[src/rtl/cfgbus_pkg.sv]
// Shared types for the clock-generator configuration target.
// Assumes: byte-oriented two-wire bus, MSB first.
package cfgbus_pkg;

    localparam int BYTE_W = 8;

    // Protocol phase of the bus engine.
    typedef enum logic [2:0] {
        PH_IDLE   = 3'd0,   // ignoring the bus until START
        PH_ADDR   = 3'd1,   // shifting in the address byte
        PH_WRBYTE = 3'd2,   // shifting in a write byte
        PH_ACK    = 3'd3,   // target's acknowledge clock
        PH_RDBYTE = 3'd4,   // shifting out a read byte
        PH_MACK   = 3'd5    // master's acknowledge clock
    } phase_t;

endpackage

[src/rtl/cfg_line_sync.sv]
// Synchronizes SCL/SDA into the system clock domain and flags edges and
// bus conditions. Assumes both lines idle high; pipeline resets to 1 so
// that no event appears out of reset.
module cfg_line_sync #(
    parameter int SYNC_STAGES = 2
) (
    input  logic clk,
    input  logic rst_n,
    input  logic scl_i,
    input  logic sda_i,
    output logic scl_s,
    output logic sda_s,
    output logic scl_rise,
    output logic scl_fall,
    output logic start_ev,
    output logic stop_ev
);

    logic [SYNC_STAGES-1:0] scl_pipe;
    logic [SYNC_STAGES-1:0] sda_pipe;
    logic                   scl_prev;
    logic                   sda_prev;

    generate
        if (SYNC_STAGES == 1) begin : g_one
            // Single capture stage.
            always_ff @(posedge clk) begin
                if (!rst_n) begin
                    scl_pipe <= '1;
                    sda_pipe <= '1;
                end else begin
                    scl_pipe <= scl_i;
                    sda_pipe <= sda_i;
                end
            end
        end else begin : g_multi
            // Shift chain of capture stages.
            always_ff @(posedge clk) begin
                if (!rst_n) begin
                    scl_pipe <= '1;
                    sda_pipe <= '1;
                end else begin
                    scl_pipe <= {scl_pipe[SYNC_STAGES-2:0], scl_i};
                    sda_pipe <= {sda_pipe[SYNC_STAGES-2:0], sda_i};
                end
            end
        end
    endgenerate

    assign scl_s = scl_pipe[SYNC_STAGES-1];
    assign sda_s = sda_pipe[SYNC_STAGES-1];

    // Previous synchronized value, for edge detection.
    always_ff @(posedge clk) begin
        if (!rst_n) begin
            scl_prev <= 1'b1;
            sda_prev <= 1'b1;
        end else begin
            scl_prev <= scl_s;
            sda_prev <= sda_s;
        end
    end

    assign scl_rise = scl_s & ~scl_prev;
    assign scl_fall = ~scl_s & scl_prev;
    assign start_ev = scl_s & scl_prev & sda_prev & ~sda_s;
    assign stop_ev  = scl_s & scl_prev & ~sda_prev & sda_s;

endmodule

[src/rtl/cfg_reg_bank.sv]
// Bank of byte-wide control registers, written one at a time by the bus
// engine and read through an index. An index past the end reads all ones.
module cfg_reg_bank #(
    parameter int NUM_REGS = 4,
    parameter int PTR_W    = 3
) (
    input  logic                  clk,
    input  logic                  rst_n,
    input  logic                  wr_en,
    input  logic [PTR_W-1:0]      wr_idx,
    input  logic [7:0]            wr_data,
    input  logic [PTR_W-1:0]      rd_idx,
    output logic [7:0]            rd_data,
    output logic [NUM_REGS*8-1:0] regs_flat
);

    generate
        for (genvar g = 0; g < NUM_REGS; g++) begin : g_reg
            logic [7:0] q;

            // Holds one register; loads when selected by a write.
            always_ff @(posedge clk) begin
                if (!rst_n) begin
                    q <= '0;
                end else if (wr_en && wr_idx == PTR_W'(g)) begin
                    q <= wr_data;
                end
            end

            assign regs_flat[g*8 +: 8] = q;

            AST_WRITE_LANDS: assert property (@(posedge clk) disable iff (!rst_n)
                (wr_en && wr_idx == PTR_W'(g)) |=> (q == $past(wr_data)));
        end
    endgenerate

    // Read multiplexer; out-of-range index yields all ones.
    always_comb begin
        rd_data = 8'hFF;
        for (int i = 0; i < NUM_REGS; i++) begin
            if (rd_idx == PTR_W'(i)) begin
                rd_data = regs_flat[i*8 +: 8];
            end
        end
    end

    AST_WRITE_IN_RANGE: assert property (@(posedge clk) disable iff (!rst_n)
        wr_en |-> (wr_idx < PTR_W'(NUM_REGS)));

endmodule

[src/rtl/cfg_bus_engine.sv]
// Byte-level protocol engine of the configuration target. Receives the
// address byte, acknowledges it on a match, skips two dummy bytes of a
// write and then writes the bank sequentially, or streams the bank out
// on a read. Assumes synchronized lines and single-cycle edge/event
// strobes; SDA drive changes only on an SCL falling edge.
module cfg_bus_engine
    import cfgbus_pkg::*;
#(
    parameter logic [6:0] DEV_ADDR = 7'h69,
    parameter int         NUM_REGS = 4,
    parameter int         PTR_W    = 3
) (
    input  logic             clk,
    input  logic             rst_n,
    input  logic             scl_s,
    input  logic             sda_s,
    input  logic             scl_rise,
    input  logic             scl_fall,
    input  logic             start_ev,
    input  logic             stop_ev,
    input  logic [7:0]       rd_data,
    output logic [PTR_W-1:0] rd_idx,
    output logic             wr_en,
    output logic [PTR_W-1:0] wr_idx,
    output logic [7:0]       wr_data,
    output logic             sda_pull
);

    localparam logic [PTR_W-1:0] END_PTR   = PTR_W'(NUM_REGS);
    localparam logic [1:0]       DUMMY_CNT = 2'd2;

    phase_t           phase;
    logic [2:0]       bitcnt;
    logic             byte_full;
    logic [7:0]       shreg;
    logic             rw_read;
    logic [1:0]       byte_idx;
    logic [PTR_W-1:0] ptr;
    logic             mnack;

    assign rd_idx = ptr;

    // Protocol sequencer: phases, shift register, pointer and SDA drive.
    always_ff @(posedge clk) begin
        if (!rst_n) begin
            phase     <= PH_IDLE;
            bitcnt    <= '0;
            byte_full <= 1'b0;
            shreg     <= '0;
            rw_read   <= 1'b0;
            byte_idx  <= '0;
            ptr       <= '0;
            mnack     <= 1'b0;
            sda_pull  <= 1'b0;
            wr_en     <= 1'b0;
            wr_idx    <= '0;
            wr_data   <= '0;
        end else begin
            wr_en <= 1'b0;
            if (start_ev) begin
                phase     <= PH_ADDR;
                bitcnt    <= '0;
                byte_full <= 1'b0;
                byte_idx  <= '0;
                ptr       <= '0;
                sda_pull  <= 1'b0;
            end else if (stop_ev) begin
                phase    <= PH_IDLE;
                sda_pull <= 1'b0;
            end else begin
                case (phase)
                    PH_ADDR, PH_WRBYTE: begin
                        if (scl_rise) begin
                            shreg  <= {shreg[6:0], sda_s};
                            bitcnt <= bitcnt + 3'd1;
                            if (bitcnt == 3'd7) begin
                                byte_full <= 1'b1;
                            end
                        end else if (scl_fall && byte_full) begin
                            byte_full <= 1'b0;
                            bitcnt    <= '0;
                            if (phase == PH_ADDR) begin
                                if (shreg[7:1] == DEV_ADDR) begin
                                    rw_read  <= shreg[0];
                                    sda_pull <= 1'b1;
                                    phase    <= PH_ACK;
                                end else begin
                                    phase <= PH_IDLE;
                                end
                            end else begin
                                phase <= PH_ACK;
                                if (byte_idx != DUMMY_CNT) begin
                                    byte_idx <= byte_idx + 2'd1;
                                    sda_pull <= 1'b1;
                                end else if (ptr < END_PTR) begin
                                    wr_en    <= 1'b1;
                                    wr_idx   <= ptr;
                                    wr_data  <= shreg;
                                    ptr      <= ptr + PTR_W'(1);
                                    sda_pull <= 1'b1;
                                end else begin
                                    sda_pull <= 1'b0;
                                end
                            end
                        end
                    end
                    PH_ACK: begin
                        if (scl_fall) begin
                            bitcnt <= '0;
                            if (rw_read) begin
                                shreg    <= rd_data;
                                sda_pull <= ~rd_data[7];
                                phase    <= PH_RDBYTE;
                            end else begin
                                sda_pull <= 1'b0;
                                phase    <= PH_WRBYTE;
                            end
                        end
                    end
                    PH_RDBYTE: begin
                        if (scl_fall) begin
                            if (bitcnt == 3'd7) begin
                                sda_pull <= 1'b0;
                                phase    <= PH_MACK;
                            end else begin
                                bitcnt   <= bitcnt + 3'd1;
                                shreg    <= {shreg[6:0], 1'b0};
                                sda_pull <= ~shreg[6];
                            end
                        end
                    end
                    PH_MACK: begin
                        if (scl_rise) begin
                            mnack <= sda_s;
                            if (!sda_s && ptr < END_PTR) begin
                                ptr <= ptr + PTR_W'(1);
                            end
                        end else if (scl_fall) begin
                            bitcnt <= '0;
                            if (mnack) begin
                                sda_pull <= 1'b0;
                                phase    <= PH_IDLE;
                            end else begin
                                shreg    <= rd_data;
                                sda_pull <= ~rd_data[7];
                                phase    <= PH_RDBYTE;
                            end
                        end
                    end
                    default: begin
                        sda_pull <= 1'b0;
                    end
                endcase
            end
        end
    end

    AST_SDA_STABLE_SCL_HIGH: assert property (@(posedge clk) disable iff (!rst_n)
        (scl_s && $past(scl_s) && !start_ev && !stop_ev) |-> $stable(sda_pull));

    AST_NO_DUMMY_STORE: assert property (@(posedge clk) disable iff (!rst_n)
        wr_en |-> (byte_idx == DUMMY_CNT));

    AST_START_RESTARTS: assert property (@(posedge clk) disable iff (!rst_n)
        start_ev |=> (phase == PH_ADDR && ptr == '0));

    AST_IDLE_RELEASED: assert property (@(posedge clk) disable iff (!rst_n)
        (phase == PH_IDLE) |-> !sda_pull);

    AST_PAST_END_ONES: assert property (@(posedge clk) disable iff (!rst_n)
        (phase == PH_RDBYTE && ptr == END_PTR) |-> !sda_pull);

endmodule

[src/rtl/cfg_clkgen_target.sv]
// Top of the clock-generator configuration target: line synchronizer,
// protocol engine and register bank, plus decode of register 0 into the
// clock generator's controls. Assumes an external pull-up on both lines.
module cfg_clkgen_target #(
    parameter logic [6:0] DEV_ADDR    = 7'h69,
    parameter int         NUM_REGS    = 4,
    parameter int         SYNC_STAGES = 2
) (
    input  logic                  clk,
    input  logic                  rst_n,
    input  logic                  scl_i,
    input  logic                  sda_i,
    output logic                  sda_pull_o,
    output logic [3:0]            freq_sel_o,
    output logic                  sw_table_sel_o,
    output logic                  spread_en_o,
    output logic                  spread_wide_o,
    output logic                  out_tristate_o,
    output logic [NUM_REGS*8-1:0] regs_o
);

    localparam int PTR_W = $clog2(NUM_REGS + 1);

    logic             scl_s, sda_s, scl_rise, scl_fall, start_ev, stop_ev;
    logic [7:0]       rd_data;
    logic [PTR_W-1:0] rd_idx;
    logic             wr_en;
    logic [PTR_W-1:0] wr_idx;
    logic [7:0]       wr_data;
    logic [7:0]       ctl0;

    cfg_line_sync #(
        .SYNC_STAGES(SYNC_STAGES)
    ) u_sync (
        .clk      (clk),
        .rst_n    (rst_n),
        .scl_i    (scl_i),
        .sda_i    (sda_i),
        .scl_s    (scl_s),
        .sda_s    (sda_s),
        .scl_rise (scl_rise),
        .scl_fall (scl_fall),
        .start_ev (start_ev),
        .stop_ev  (stop_ev)
    );

    cfg_bus_engine #(
        .DEV_ADDR (DEV_ADDR),
        .NUM_REGS (NUM_REGS),
        .PTR_W    (PTR_W)
    ) u_engine (
        .clk      (clk),
        .rst_n    (rst_n),
        .scl_s    (scl_s),
        .sda_s    (sda_s),
        .scl_rise (scl_rise),
        .scl_fall (scl_fall),
        .start_ev (start_ev),
        .stop_ev  (stop_ev),
        .rd_data  (rd_data),
        .rd_idx   (rd_idx),
        .wr_en    (wr_en),
        .wr_idx   (wr_idx),
        .wr_data  (wr_data),
        .sda_pull (sda_pull_o)
    );

    cfg_reg_bank #(
        .NUM_REGS (NUM_REGS),
        .PTR_W    (PTR_W)
    ) u_bank (
        .clk       (clk),
        .rst_n     (rst_n),
        .wr_en     (wr_en),
        .wr_idx    (wr_idx),
        .wr_data   (wr_data),
        .rd_idx    (rd_idx),
        .rd_data   (rd_data),
        .regs_flat (regs_o)
    );

    // Decode of the control register into clock generator controls.
    assign ctl0           = regs_o[7:0];
    assign freq_sel_o     = {ctl0[2], ctl0[6:4]};
    assign sw_table_sel_o = ctl0[3];
    assign spread_en_o    = ctl0[1];
    assign spread_wide_o  = ctl0[7];
    assign out_tristate_o = ctl0[0];

endmodule

[config.mk]
export PLATFORM = sky130hd
export DESIGN_NAME = cfg_clkgen_target
export DESIGN_NICKNAME = d
export VERILOG_FILES = /design/src/rtl/cfgbus_pkg.sv /design/src/rtl/cfg_line_sync.sv /design/src/rtl/cfg_reg_bank.sv /design/src/rtl/cfg_bus_engine.sv /design/src/rtl/cfg_clkgen_target.sv
export SDC_FILE = /design/constraint.sdc
export NUM_CORES = 1
export LEC_CHECK = 0
export BUFFER_PORTS_ARGS = -buffer_cell sky130_fd_sc_hd__buf_2
export CAP_MARGIN = 0
export CORE_ASPECT_RATIO = 1.1
export CORE_MARGIN = 4
export CORE_UTILIZATION = 55
export CTS_BUF_LIST = sky130_fd_sc_hd__clkbuf_4 sky130_fd_sc_hd__clkbuf_8 sky130_fd_sc_hd__clkbuf_16
export CTS_CLUSTER_DIAMETER = 120
export CTS_CLUSTER_SIZE = 28
export DETAILED_ROUTE_END_ITERATION = 10
export GPL_TIMING_DRIVEN = 0
export PLACE_DENSITY_LB_ADDON = 0.3
export SYNTH_ARGS = -nofsm -noshare
export SYNTH_HDL_FRONTEND = slang
export SYNTH_SLANG_ARGS = --single-unit
[constraint.sdc]
create_clock -name clk -period 2.08 [get_ports clk]
set_input_delay 0.208 -clock clk [delete_from_list [all_inputs] [get_ports clk]]
set_output_delay 0.208 -clock clk [all_outputs]
set_load 0.01 [all_outputs]
# [Word-level counts from Yosys, hierarchy flattened]
# Index checks and enable logic that the tools add are counted.
[totals] word_cells=173 output_inout_bits=41 reg_bits=73 inputBits=4
[classes] eq_ne=40 order_cmp=1 add_sub_neg=3 bitwise=21 muxes=59 reduce_logical=28
[op_table] op="$mux W8" n=12
[op_table] op="$mux W3" n=22
[op_table] op="$pmux W8 S4" n=1
[op_table] op="$pmux W3 S4" n=2
[op_table] op="$reduce_and A8 Y1" n=3
[op_table] op="$ne A4 B3 Y1 const B" n=5
[op_table] op="$eq A3 B2 Y1 const B" n=6
[op_table] op="$mux W1" n=18
[op_table] op="$ne A2 B1 Y1 const B" n=9
[op_table] op="$ne A2 B2 Y1 const B" n=9
[op_table] op="$not A1 Y1" n=14
[op_table] op="$reduce_and A7 Y1" n=2
[op_table] op="$reduce_and A6 Y1" n=2
[op_table] op="$reduce_and A11 Y1" n=1
[op_table] op="$eq A3 B1 Y1 const B" n=3
[op_table] op="$eq A3 B3 Y1 const B" n=3
[op_table] op="$reduce_and A9 Y1" n=1
[op_table] op="$ne A4 B4 Y1 const B" n=2
[op_table] op="$reduce_and A4 Y1" n=2
[op_table] op="$reduce_or A8 Y1" n=1
[op_table] op="$and A1 B1 Y1" n=7
[op_table] op="$eq A7 B7 Y1 const B" n=1
[op_table] op="$add A3 B1 Y3 const B" n=2
[op_table] op="$logic_and A1 B1 Y1" n=6
[op_table] op="14 further kinds" n=18

# [Depth between registers and ports, before layout]
[logic_depth] ltp_word=10 depth_mapped=9 depth_no_buf=7

# [Modules after synthesis]
# From an unflattened synthesis, not the netlist that was laid out.
[hier_totals] hier_cells=379 hier_area_um2=3580.9
[modules_own_cells] module="cfg_bus_engine" seq_area_each_um2=700.7 area_each_um2=1891.8 n_inst=1 cells_per_inst=210
[modules_own_cells] module="cfg_reg_bank" seq_area_each_um2=640.6 area_each_um2=1438.9 n_inst=1 cells_per_inst=145
[modules_own_cells] module="cfg_line_sync" seq_area_each_um2=120.1 area_each_um2=190.2 n_inst=1 cells_per_inst=16
[modules_own_cells] module="cfg_clkgen_target" seq_area_each_um2=0.0 area_each_um2=60.1 n_inst=1 cells_per_inst=8

# [Least setup slack after synthesis]
# Ideal clock, no wire load.
[synth_timing] path_kind="reg-to-reg" startpoint="register u_engine.ptr[2], in the netlist u_engine.rd_idx[2]" endpoint="register u_engine.sda_pull" path_buffers=2 t_arrival_ps=1750 stages_incl_launch_ff=9 slack_ps=199 synth_period_minus_slack_ps=1881 setup_ps=131 path_cell_list="dfxtp_1 > clkbuf_1 > inv_1 > ha_1 > clkbuf_1 > nor2_1 > a221oi_1 > a211oi_1 > o22ai_1"
[synth_between] elab_chain_len=10 elab_cells_between_ends=21 cone_classes="order compare: 1; eq/ne: 3; mux: 15; bitwise: 1; reduce/logical: 1"
[synth_rtl] element="start: declaration" line="cfg_bus_engine.sv:38" text="logic [PTR_W-1:0] ptr;"
[synth_rtl] element="start signal: assignment" line="cfg_bus_engine.sv:99" text="ptr <= ptr + PTR_W'(1);"
[synth_rtl] element="start signal: assignment" line="cfg_bus_engine.sv:136" text="ptr <= ptr + PTR_W'(1);"
[synth_rtl] element="$logic_not A3 Y1" line="cfg_reg_bank.sv:41" text="if (rd_idx == PTR_W'(i)) begin"
[synth_rtl] element="$mux W8 (4 in a row)" line="cfg_reg_bank.sv:41"
[synth_rtl] element="$not A1 Y1" line="cfg_bus_engine.sv:112, cfg_bus_engine.sv:145"
[synth_rtl] element="$mux W1" line="cfg_bus_engine.sv:140" text="if (mnack) begin"
[synth_rtl] element="$mux W1" line="cfg_bus_engine.sv:138" text="end else if (scl_fall) begin"
[synth_rtl] element="$mux W1" line="cfg_bus_engine.sv:133" text="if (scl_rise) begin"
[synth_rtl] element="$pmux W1 S4 *" line="cfg_bus_engine.sv:71" text="case (phase)"
[synth_rtl] element="end signal: assignment" line="cfg_bus_engine.sv:112" text="sda_pull <= ~rd_data[7];"
[synth_rtl] element="end signal: assignment" line="cfg_bus_engine.sv:128" text="sda_pull <= ~shreg[6];"
[synth_rtl] element="end signal: assignment" line="cfg_bus_engine.sv:145" text="sda_pull <= ~rd_data[7];"
[synth_rtl] element="end: declaration" line="cfg_bus_engine.sv:26" text="output logic sda_pull"
# Mark *: on every way between the ends. The rest lies on a longest branch, timed or not. The select of a mux whose other input is x is not followed.
# A chain may end at the register's enable or synchronous reset.

# [Final worst setup path]
[layout_timing] startpoint="register u_engine.bitcnt[0]" endpoint="register u_engine.shreg[5]"
[layout_between] elab_chain_len=3
[layout_rtl] element="start: declaration" line="cfg_bus_engine.sv:33" text="logic [2:0] bitcnt;"
[layout_rtl] element="start signal: assignment" line="cfg_bus_engine.sv:75" text="bitcnt <= bitcnt + 3'd1;"
[layout_rtl] element="start signal: assignment" line="cfg_bus_engine.sv:126" text="bitcnt <= bitcnt + 3'd1;"
[layout_rtl] element="$eq A3 B3 Y1" line="cfg_bus_engine.sv:122" text="if (bitcnt == 3'd7) begin"
[layout_rtl] element="$ne A2 B2 Y1 (no source line)"
[layout_rtl] element="$reduce_and A11 Y1 (no source line)"
[layout_rtl] element="end signal: assignment" line="cfg_bus_engine.sv:111" text="shreg <= rd_data;"
[layout_rtl] element="end signal: assignment" line="cfg_bus_engine.sv:127" text="shreg <= {shreg[6:0], 1'b0};"
[layout_rtl] element="end signal: assignment" line="cfg_bus_engine.sv:144" text="shreg <= rd_data;"
[layout_rtl] element="end: declaration" line="cfg_bus_engine.sv:35" text="logic [7:0] shreg;"
# No other way between the ends.

==> results.md <==
- Setup violations remaining at the end of the flow were counted as 0.
- For this design, the CTS-stage hold fixing added 0 buffers.
- In this run the vertical extent of the chip is 91.47 µm.
- Of the available clock period, the critical path in the final layout requires 98.75%.
- The post-route netlist has 20.12% of its cells at a drive strength greater than 1.
- The routed layout has 3295 vias.
- The data required time at the worst endpoint is 2.35 ns.
- The post-synthesis cell count is 424.
- The fraction of registers with async set or reset after synthesis is 0%.
- STA classifies the critical path endpoint as a flop.
- After detailed routing, the number of remaining DRC violations is 0.
- Summed over all layers, the global routing overflow is 0.
- The clock period minus final worst setup slack is 2.054 ns.
- The critical setup path kind is reg -> reg.
- The final clock skew is 0.007637 ns.
- The top achievable clock speed is 486.9 MHz.
- The region available for standard cell placement spans 6156 µm².
- The HPWL reported at the end of detailed placement is 6.334 mm.
- After clock tree synthesis, the clock-pin slew on the worst setup and hold paths is 0.08 ns.
- The kind of start point of the critical path is a flop.
- The area growth from synthesis to layout is 17.24%.
- The worst slew margin relative to its limit is 34.85%.
- The most used flip-flop cell after synthesis is dfxtp_1.
- The number of antenna diodes in the final layout is 0.
- The routability-driven placement congestion ratio is 0.9049.
- The max-slew violation total from the final report is 0.
- The H-tree generated during clock tree synthesis spans 3 levels.
- The die covers 7672 µm².
- The worst ir drop on vdd is 0.3510 mV.
- The leakage power is 1.539 nW.
- In the routed layout, each cell is associated on average with a via count of 5.863.
- The arrival time of data at the critical path endpoint is 2.32 ns.
- The number of maximum-capacitance violations is 0.
- The maximum fanout along the worst path is 7.
- The synthesized design contains 0 enable-type register cells.
- The area of placed instances is 3804 µm².
- From left edge to right edge, the die measures 83.88 µm.
- The number of ports placed on the die boundary is 45.
- After synthesis the cells add up to 3483 µm².
- The detailed router's first-iteration violation count is 198.
- The pin count of the biggest net entering global routing is 13.
- The run finished with clean final reports.
- Buffers inserted during clock tree synthesis total 9.
- Power spread over the standard cell area amounts to 682.0 nW/µm².
- The number of storage elements in the synthesis netlist is 73.
- The clock network latency to the later pin of the worst-skew pair is 0.35 ns.
- The first global-routing pass estimated 14.59 mm of wire.
- Setup repair after global routing could not meet its margin everywhere.
- The count of final hold-check violations is 0.
- The detail route stage leaves a number of antenna-violating nets equal to 0.
- The number of antenna violations at the first check in global routing was 0.
- A synthesized cell averages 8.215 µm².
- The post-synth net total is 436.
- The post-route standard cell area excluding fillers is 4084 µm².
- The floorplan has 30 rows.
- Buffers placed on the I/O ports in this run total 44.
- The routed wire length is 8.847 mm.
- The starting density of the core is 56.59%.
- The post-synthesis sequential area ratio is 41.95%.
- The transition time of the tightest slew-check pin is 0.9699 ns.
- The clock tree from TritonCTS is built.
- The tightest hold path in the finished design has a slack of 0.03551 ns.
- The path class of the tightest hold or removal check is in -> reg.
- The cell chosen for the clock root is clkbuf_8.
- The distinct cell type count of the synthesized netlist is 51.
- The via count of the first global-routing pass was 3083.
- CTS saw 73 sinks.
- Yosys printed 0 warnings.
- The overall track demand over capacity in global routing is 23.53%.
- The count of nets after finishing is 489.
- The number of iterations in the first detailed-routing pass is 6.
- The average wire per cell in the routed design is 15.74 µm.
- No sink is reached through more buffers than the 2 on the longest clock path.
## path summary, 6_finish.rpt
| path | slack [ns] | from | depth (start not counted) | to |
|---|---|---|---|---|
| max | 0.03 | u_engine.bitcnt[0]$_SDFFE_PP0P_ | 7 | u_engine.shreg[5]$_SDFFE_PN0P_ |
| min | 0.04 | sda_i | 2 | u_sync.sda_pipe[0]$_SDFF_PN1_ |
| max reg2reg | 0.03 | u_engine.bitcnt[0]$_SDFFE_PP0P_ | 7 | u_engine.shreg[5]$_SDFFE_PN0P_ |
| min reg2reg | 0.41 | u_sync.sda_pipe[0]$_SDFF_PN1_ | 1 | u_sync.sda_pipe[1]$_SDFF_PN1_ |
## worst max-delay path: stages, from the launching register on
cell and delay [ns]:
dfxtp_1 0.33, ha_1 0.21, ha_1 0.26, nand2_1 0.10, a21oi_1 0.08, a211oi_2 0.39
nand3_1 0.34, o22ai_1 0.26
## power breakdown
| part | leakage, nW | switching (mW) | internal, mW |
|---|---|---|---|
| combinational | 0.836 | 0.0737 | 0.0350 |
| sequential | 0.590 | 0.00632 | 1.40 |
| clock | 0.114 | 0.530 | 0.738 |
| total | 1.54 | 0.610 | 2.18 |
## metal layers
layer	vias to the layer above	wire, µm	global-route usage, %
met3	34	614	5.354
met5	-	0	0
met1	1537	3662	28.35
met2	143	4225	38.46
li1	1581	-	-
met4	0	345	13.27
## layout make-up
type | instances | area, µm²
clock inverter | 4 | 76.32
sequential | 73 | 1465
inverter | 14 | 52.55
clock buffer | 12 | 152.6
timing repair buffer | 46 | 235.2
tap | 80 | 100.1
multi-input combinational | 305 | 1834
buffer | 28 | 167.7
fill | 547 | 2072
## synth_stat cells, types with 2 or more instances
master,number,share of area (%)
ha_1,8,2.9
nand3_1,6,0.86
nor2b_1,3,0.54
nand2b_1,13,2.3
xnor2_1,3,0.75
nor4_1,2,0.36
clkbuf_1,16,1.7
o21ai_0,18,2.6
nor3_1,5,0.72
o22a_1,2,0.50
o2111ai_1,6,1.5
nand3b_1,2,0.43
nor2_1,30,3.2
mux2i_1,23,6.6
a21oi_1,44,6.3
dfxtp_1,73,42
buf_2,5,0.72
nor3b_1,2,0.43
and2_1,4,0.72
or3_1,5,0.90
o21ai_1,2,0.29
o221a_2,3,0.97
nand4b_1,3,0.75
o22ai_1,8,1.4
a211oi_1,2,0.43
buf_4,10,2.2
inv_1,13,1.4
o221ai_1,7,1.8
nand2_1,84,9.1
## repair_timing
action	4_1_cts	5_1_grt
pin swaps	0	2
resized for setup	3	11
setup endpoints to repair	8	15
setup buffers	0	2
## cells in the final DEF (no fill, tap or decap), types with 7 or more instances in the layout
| master | netlist | routed |
|---|---|---|
| a21oi_1 | 44 | 44 |
| buf_2 | 5 | 49 |
| buf_4 | 10 | 12 |
| clkbuf_1 | 16 | 10 |
| clkbuf_8 | 0 | 10 |
| dfxtp_1 | 73 | 72 |
| ha_1 | 8 | 8 |
| inv_1 | 13 | 13 |
| mux2i_1 | 23 | 23 |
| nand2_1 | 84 | 84 |
| nand2b_1 | 13 | 12 |
| nor2_1 | 30 | 29 |
| o21ai_0 | 18 | 18 |
| o221ai_1 | 7 | 7 |
| o22ai_1 | 8 | 8 |
## flip-flops by register name, summed over array words and instances (netlist names)
register            count
u_bank.g.q             32
u_engine.bitcnt         3
u_engine.byte_full      1
u_engine.byte_idx       2
u_engine.mnack          1
u_engine.phase          3
u_engine.rd_idx         3
u_engine.rw_read        1
u_engine.sda_pull       1
u_engine.shreg          8
u_engine.wr_data        8
u_engine.wr_en          1
u_engine.wr_idx         3
u_sync.scl_pipe         2
u_sync.scl_prev         1
u_sync.sda_pipe         2
u_sync.sda_prev         1
## kinds of logic after synthesis
group,count (synthesis),synth area share (%)
AO/OA/AOI/OAI,103,18.71
XOR/XNOR,3,0.7544
adder cells (fa/ha/maj),8,2.874
buffers and inverters,46,6.681
flip-flops,73,41.95
multiplexers,23,6.609
AND/OR/NAND/NOR,168,22.41
## stage by stage
stage / util, % / worst slack (ns) / instances / setup TNS [ns] / total power, mW
after CTS: 65.61 / 0.02100 / 563 / 0 / 2.799
final: 66.34 / 0.02603 / 562 / 0 / 2.785
after detailed placement: 61.79 / -0.3492 / 548 / -1.941 / 1.548
after floorplan: - / 0.1987 / 424 / 0 / 1.519
after global routing: 66.34 / -0.02675 / 562 / -0.1113 / 2.884
after global placement: 61.79 / -0.3309 / 548 / -1.507 / 1.547
Power figures use the tool's default switching activity.
